`src/rtl/lpm_pkg.sv`:
```
package lpm_pkg;
  typedef enum logic [1:0] {
    PM_RUN   = 2'd0,
    PM_IDLE  = 2'd1,
    PM_SLEEP = 2'd2,
    PM_WARM  = 2'd3
  } pm_state_e;
endpackage

```
`src/rtl/lpm_pin_sync.sv`:
```
module lpm_pin_sync #(
  parameter int STAGES = 2
) (
  input  logic clk,
  input  logic rst_n,
  input  logic pin_n,
  output logic lvl,
  output logic fall
);
  localparam int LAST = STAGES - 1;

  logic [STAGES-1:0] sh_q;
  logic              prev_q;

  always_ff @(posedge clk or negedge rst_n) begin
    if (!rst_n) begin
      sh_q   <= '1;
      prev_q <= 1'b1;
    end else begin
      sh_q   <= {sh_q[STAGES-2:0], pin_n};
      prev_q <= sh_q[LAST];
    end
  end

  assign lvl  = sh_q[LAST];
  assign fall = prev_q & ~sh_q[LAST];
endmodule

```
`src/rtl/lpm_warmup.sv`:
```
module lpm_warmup #(
  parameter int W       = 8,
  parameter int DEFAULT = 16
) (
  input  logic         clk,
  input  logic         rst_n,
  input  logic         clr,
  input  logic         load,
  input  logic [W-1:0] len,
  output logic [W-1:0] cnt,
  output logic         last
);
  localparam logic [W-1:0] DEF_V = W'(DEFAULT);
  localparam logic [W-1:0] ONE   = W'(1);

  logic [W-1:0] cnt_q;
  logic [W-1:0] eff_len;

  assign eff_len = (len == '0) ? DEF_V : len;

  always_ff @(posedge clk or negedge rst_n) begin
    if (!rst_n)              cnt_q <= '0;
    else if (clr)            cnt_q <= '0;
    else if (load)           cnt_q <= eff_len;
    else if (cnt_q != '0)    cnt_q <= cnt_q - ONE;
  end

  assign cnt  = cnt_q;
  assign last = (cnt_q == ONE);
endmodule

```
`src/rtl/lpm_pend.sv`:
```
module lpm_pend #(
  parameter int N = 10
) (
  input  logic         clk,
  input  logic         rst_n,
  input  logic         clr_all,
  input  logic [N-1:0] req,
  input  logic [N-1:0] ack,
  output logic [N-1:0] pend
);
  for (genvar g = 0; g < N; g++) begin : g_flag
    logic f_q;
    always_ff @(posedge clk or negedge rst_n) begin
      if (!rst_n)       f_q <= 1'b0;
      else if (clr_all) f_q <= 1'b0;
      else if (req[g])  f_q <= 1'b1;
      else if (ack[g])  f_q <= 1'b0;
    end
    assign pend[g] = f_q;
  end
endmodule

```
`src/rtl/lpm_wake_ctrl.sv`:
```
module lpm_wake_ctrl #(
  parameter int NPERIPH      = 8,
  parameter int WARM_W       = 8,
  parameter int WARM_DEFAULT = 16,
  parameter int SYNC_STAGES  = 2
) (
  input  logic                 clk,
  input  logic                 ext_rst_n,
  input  logic                 wdt_timeout,
  input  logic                 sleep_strobe,
  input  logic                 deep_sel,
  input  logic                 slp_edge_mode,
  input  logic                 slp_pin_n,
  input  logic [NPERIPH-1:0]   periph_irq,
  input  logic                 wdt_irq,
  input  logic                 ext_irq,
  input  logic                 gie,
  input  logic [WARM_W-1:0]    warm_len,
  input  logic [NPERIPH+1:0]   pend_clr,
  output logic                 osc_en,
  output logic                 cpu_halt,
  output logic [WARM_W-1:0]    warm_cnt,
  output logic                 resume_next,
  output logic                 resume_vector,
  output logic                 cpu_reset,
  output logic [NPERIPH+1:0]   irq_pend
);
  import lpm_pkg::*;

  localparam int NSRC = NPERIPH + 2;

  pm_state_e state_q, state_d;
  logic      pin_lvl, pin_fall, pin_wake;
  logic      irq_any, sleep_ok;
  logic      warm_load, warm_last;
  logic      fire_next, fire_vec;
  logic      vec_q, vec_d;
  logic      res_next_q, res_vec_q, wdt_rst_q;
  logic [NSRC-1:0] req_vec;

  lpm_pin_sync #(.STAGES(SYNC_STAGES)) u_pin (
    .clk   (clk),
    .rst_n (ext_rst_n),
    .pin_n (slp_pin_n),
    .lvl   (pin_lvl),
    .fall  (pin_fall)
  );

  lpm_warmup #(.W(WARM_W), .DEFAULT(WARM_DEFAULT)) u_warm (
    .clk   (clk),
    .rst_n (ext_rst_n),
    .clr   (wdt_timeout),
    .load  (warm_load),
    .len   (warm_len),
    .cnt   (warm_cnt),
    .last  (warm_last)
  );

  assign req_vec = {ext_irq, wdt_irq, periph_irq};

  lpm_pend #(.N(NSRC)) u_pend (
    .clk     (clk),
    .rst_n   (ext_rst_n),
    .clr_all (wdt_timeout),
    .req     (req_vec),
    .ack     (pend_clr),
    .pend    (irq_pend)
  );

  assign irq_any  = |req_vec;
  assign sleep_ok = slp_edge_mode | ~pin_lvl;
  assign pin_wake = slp_edge_mode ? pin_fall : pin_lvl;

  always_comb begin
    state_d   = state_q;
    warm_load = 1'b0;
    vec_d     = vec_q;
    fire_next = 1'b0;
    fire_vec  = 1'b0;
    unique case (state_q)
      PM_RUN: begin
        if (sleep_strobe) begin
          if (!deep_sel)     state_d = PM_IDLE;
          else if (sleep_ok) state_d = PM_SLEEP;
        end
      end
      PM_IDLE: begin
        if (irq_any) begin
          state_d   = PM_RUN;
          fire_vec  = gie;
          fire_next = ~gie;
        end
      end
      PM_SLEEP: begin
        if (irq_any) begin
          state_d   = PM_WARM;
          warm_load = 1'b1;
          vec_d     = gie;
        end else if (pin_wake) begin
          state_d   = PM_WARM;
          warm_load = 1'b1;
          vec_d     = 1'b0;
        end
      end
      PM_WARM: begin
        if (warm_last) begin
          state_d   = PM_RUN;
          fire_vec  = vec_q;
          fire_next = ~vec_q;
        end
      end
      default: state_d = PM_RUN;
    endcase
  end

  always_ff @(posedge clk or negedge ext_rst_n) begin
    if (!ext_rst_n) begin
      state_q    <= PM_RUN;
      vec_q      <= 1'b0;
      res_next_q <= 1'b0;
      res_vec_q  <= 1'b0;
      wdt_rst_q  <= 1'b0;
    end else begin
      wdt_rst_q <= wdt_timeout;
      if (wdt_timeout) begin
        state_q    <= PM_RUN;
        vec_q      <= 1'b0;
        res_next_q <= 1'b0;
        res_vec_q  <= 1'b0;
      end else begin
        state_q    <= state_d;
        vec_q      <= vec_d;
        res_next_q <= fire_next;
        res_vec_q  <= fire_vec;
      end
    end
  end

  assign osc_en        = (state_q != PM_SLEEP);
  assign cpu_halt      = (state_q != PM_RUN);
  assign resume_next   = res_next_q;
  assign resume_vector = res_vec_q;
  assign cpu_reset     = ~ext_rst_n | wdt_rst_q;
endmodule

```
`config.mk`:
```
export PLATFORM = sky130hd
export DESIGN_NAME = lpm_wake_ctrl
export DESIGN_NICKNAME = d
export VERILOG_FILES = /design/src/rtl/lpm_pkg.sv /design/src/rtl/lpm_pin_sync.sv /design/src/rtl/lpm_warmup.sv /design/src/rtl/lpm_pend.sv /design/src/rtl/lpm_wake_ctrl.sv
export SDC_FILE = /design/constraint.sdc
export NUM_CORES = 1
export LEC_CHECK = 0
export ABC_CLOCK_PERIOD_IN_PS = 2990
export BUFFER_PORTS_ARGS = -buffer_cell sky130_fd_sc_hd__buf_4
export CAP_MARGIN = 5
export CELL_PAD_IN_SITES_DETAIL_PLACEMENT = 0
export CELL_PAD_IN_SITES_GLOBAL_PLACEMENT = 1
export CORE_UTILIZATION = 35
export CTS_CLUSTER_SIZE = 8
export DETAILED_ROUTE_END_ITERATION = 6
export PLACE_DENSITY = 0.85
export SYNTH_ARGS = -nofsm -noshare
export SYNTH_HDL_FRONTEND = slang
export SYNTH_SLANG_ARGS = --single-unit
```
`constraint.sdc`:
```
create_clock -name clk -period 2.99 [get_ports clk]
set_clock_uncertainty 0.1 [all_clocks]
set_input_delay 0.598 -clock clk [delete_from_list [all_inputs] [get_ports clk]]
set_output_delay 0.598 -clock clk [all_outputs]
set_load 0.005 [all_outputs]
```
==> results.md <==
- Outcome: finished, final reports clean
- Mean Syn Cell Area: 9.088 um2
- Yosys cell types: 38
- RD Place Congestion: 0.7990
- Die Area: 0.004497 mm2
- Asr flop ratio synth: 100.0%
- Final wirelength: 3.235 mm
- First-pass GRT wire length: 5.181 mm
- Pwr/cell area: 714.3 mW/mm2
- CTS tree: built
- Area growth syn-to-layout: 30.32%
- Ant. Diodes: 0
- Initial DRT Pass Iterations: 4
- Vias in the first global route: 1,133
- Worst slew pin tran: 0.5820 ns
- Fin Setup TNS: 0 ns
- Final setup fails: 0
- Worst-path clk slew: 0.10 ns
- Worst-Skew Late Latency: 0.27 ns
- Initial Util: 36.77%
- CTS resizes: 0
- Clock sinks: 27
- WHS: 0.1218 ns
- Worst EP arrival: 2.34 ns
- Final ANT Viol Nets: 0
- Post-CTS Setup Inserts: 0
- R2R cell count: 4
- DR vias: 1,267
- I/O pin count: 59
- Number of max-cap violations: 0
- DRC errors left: 0
- Crit start category: input pin
- Reg-to-reg startpoint: u_warm.cnt[2]
- Post-synth net total: 202
- Nets: 251
- Routed vias/inst: 4.854
- Initial drt markers: 79
- Rel. slew slack: 61.20%
- Height of the die: 67.06 um
- Final Hold Viols: 0
- EDFF count, synth: 0
- Cell area after synthesis: 0.001481 mm2
- Leak: 0.9560 nW
- Register area share after synthesis: 45.86%
- FF-to-FF setup slack: 1.00 ns
- Max-slew violations: 0
- Placeable Area: 0.004029 mm2
- Worst-path maximum fanout: 10
- Minimum clock period: 2.296 ns
- Number of H-tree branching levels: 1
- Die Wd: 67.06 um
- Layout cells sized above 1: 33.65%
- RR Endpoint: u_warm.cnt[7]
- Grt ovf: 0
- CTS Hold Bufs: 0
- Largest net degree at the start of global routing: 29
- Period utilisation layout: 76.79%
- Root Driver: clkbuf_8
- Setup CP Type: in2reg
- Crit path capture type: flip-flop
- Synth Instances: 163
- Yosys warning count: 0
- Drt wl/cell: 12.39 um
- RSZ-0062 raised after global routing: no
- Fmax: 435.5 MHz
- Rows: 23
- Power, Total: 1.379 mW
- Ys flop type: dfrtp_1
- CTS Buf Count: 3
- CP required: 3.04 ns
- Hold Path Class: in2async
- Worst vdd ir: 0.2721 mV
- Hpwl dp: 2.481 mm
- Buffers on Ports: 58
- Max clock buf depth: 2
- All-Layer GR Usage: 15.27%
- Initial antenna violation count: 0
- Synthesized flop and latch total: 27
- Worst Setup SP: periph_irq[1]
-- worst max-delay path: stages --
cell and delay, ns:
buf_4 0.11, or4_4 0.53, nor4_4 0.34, a21o_1 0.42, mux2i_1 0.24, o32ai_1 0.10
-- state kept, by name (all words and copies together), names as in the netlist --
signal,cells
u_warm.cnt,8
resume_vector,1
state_q,2
u_pend.g_flag.f_q,10
u_pin.sh_q,2
vec_q,1
wdt_rst_q,1
resume_next,1
u_pin.prev_q,1
-- cells by family (layout without fill, tap and decap cells) --
| kind of cell | Yosys count | after routing | synth area share, % |
|---|---|---|---|
| xor gates and xnor gates | 4 | 4 | 2.365 |
| AOI/OAI and AO/OA | 36 | 36 | 15.20 |
| and+or+nand+nor | 61 | 61 | 21.62 |
| muxes | 3 | 3 | 2.027 |
| buffers and inverters | 29 | 77 | 10.39 |
| DFF | 27 | 27 | 45.86 |
| adders and majority gates | 3 | 3 | 2.534 |
-- synth_stat cells (all sizes together), types with 2 or more instances --
master | count | area (um2)
dfrtp | 24 | 600.6
nor2 | 23 | 88.84
a21oi | 21 | 105.1
inv | 15 | 56.30
buf | 11 | 86.33
nand2 | 11 | 41.29
or4 | 5 | 41.29
nand2b | 4 | 25.02
nand3 | 4 | 20.02
nor4 | 4 | 40.04
clkbuf | 3 | 11.26
dfstp | 3 | 78.83
ha | 3 | 37.54
mux2i | 3 | 30.03
nor3 | 3 | 15.01
o21ai | 3 | 15.01
a211oi | 2 | 20.02
a22oi | 2 | 15.01
nor2b | 2 | 12.51
o31ai | 2 | 15.01
xnor2 | 2 | 17.52
xor2 | 2 | 17.52
-- where the power goes --
group	total [mW]	leakage, nW	internal [mW]	switching (mW)
logic	0.642	0.592	0.325	0.317
registers	0.530	0.342	0.436	0.0940
clock network	0.207	0.0217	0.0944	0.113
total	1.38	0.956	0.856	0.523
-- layout by cell type (no fill, tap or decap), types with 2 or more instances in the layout --
cell type  instances
buf_4             58
dfrtp_1           24
nor2_1            22
a21oi_1           21
inv_1             15
nand2_1           11
nand2b_1           4
or4_1              4
nand3_1            4
nor3_1             3
nor4_1             3
mux2i_1            3
o21ai_0            3
ha_1               3
clkbuf_8           3
dfstp_2            3
a22oi_1            2
nor2b_1            2
xnor2_1            2
o31ai_1            2
xor2_1             2
-- per-layer routing --
layer	up-vias	track usage [%]	wire (um)
met2	33	22.13	1494
met3	4	2.055	147
met5	-	0	0
met1	581	22.60	1547
li1	649	-	-
met4	0	5.851	45
-- final cells by class --
type	instances	area [um2]
multi-input cells	107	648.1
clock inverters	1	7.507
clock buffers	3	41.29
fillers	418	2098
repair buffers	58	435.4
flip-flops and latches	27	679.4
well taps	50	62.56
inverters	15	56.30
-- per-stage QoR --
| step | setup WS [ns] | instance area [um2] | utilization [%] | instances |
|---|---|---|---|---|
| global placement | 0.4515 | 1882 | 46.71 | 257 |
| finish | 0.6939 | 1931 | 47.92 | 261 |
| detailed placement | 0.4070 | 1882 | 46.71 | 257 |
| floorplan | 0.7860 | 1481 | - | 163 |
| global route | 0.6037 | 1931 | 47.92 | 261 |
| CTS | 0.7022 | 1931 | 47.92 | 261 |
-- how the worst max path moves through the flow --
stage | end | slack [ns] | cells past startpoint
floorplan | u_warm.cnt[1] | 0.79 | 6
global placement | u_warm.cnt[1] | 0.45 | 6
detailed placement | u_warm.cnt[1] | 0.41 | 6
CTS | u_warm.cnt[1] | 0.70 | 6
global route | u_warm.cnt[1] | 0.60 | 6
finish | u_warm.cnt[1] | 0.69 | 6
Power figures use the tool's default switching activity.
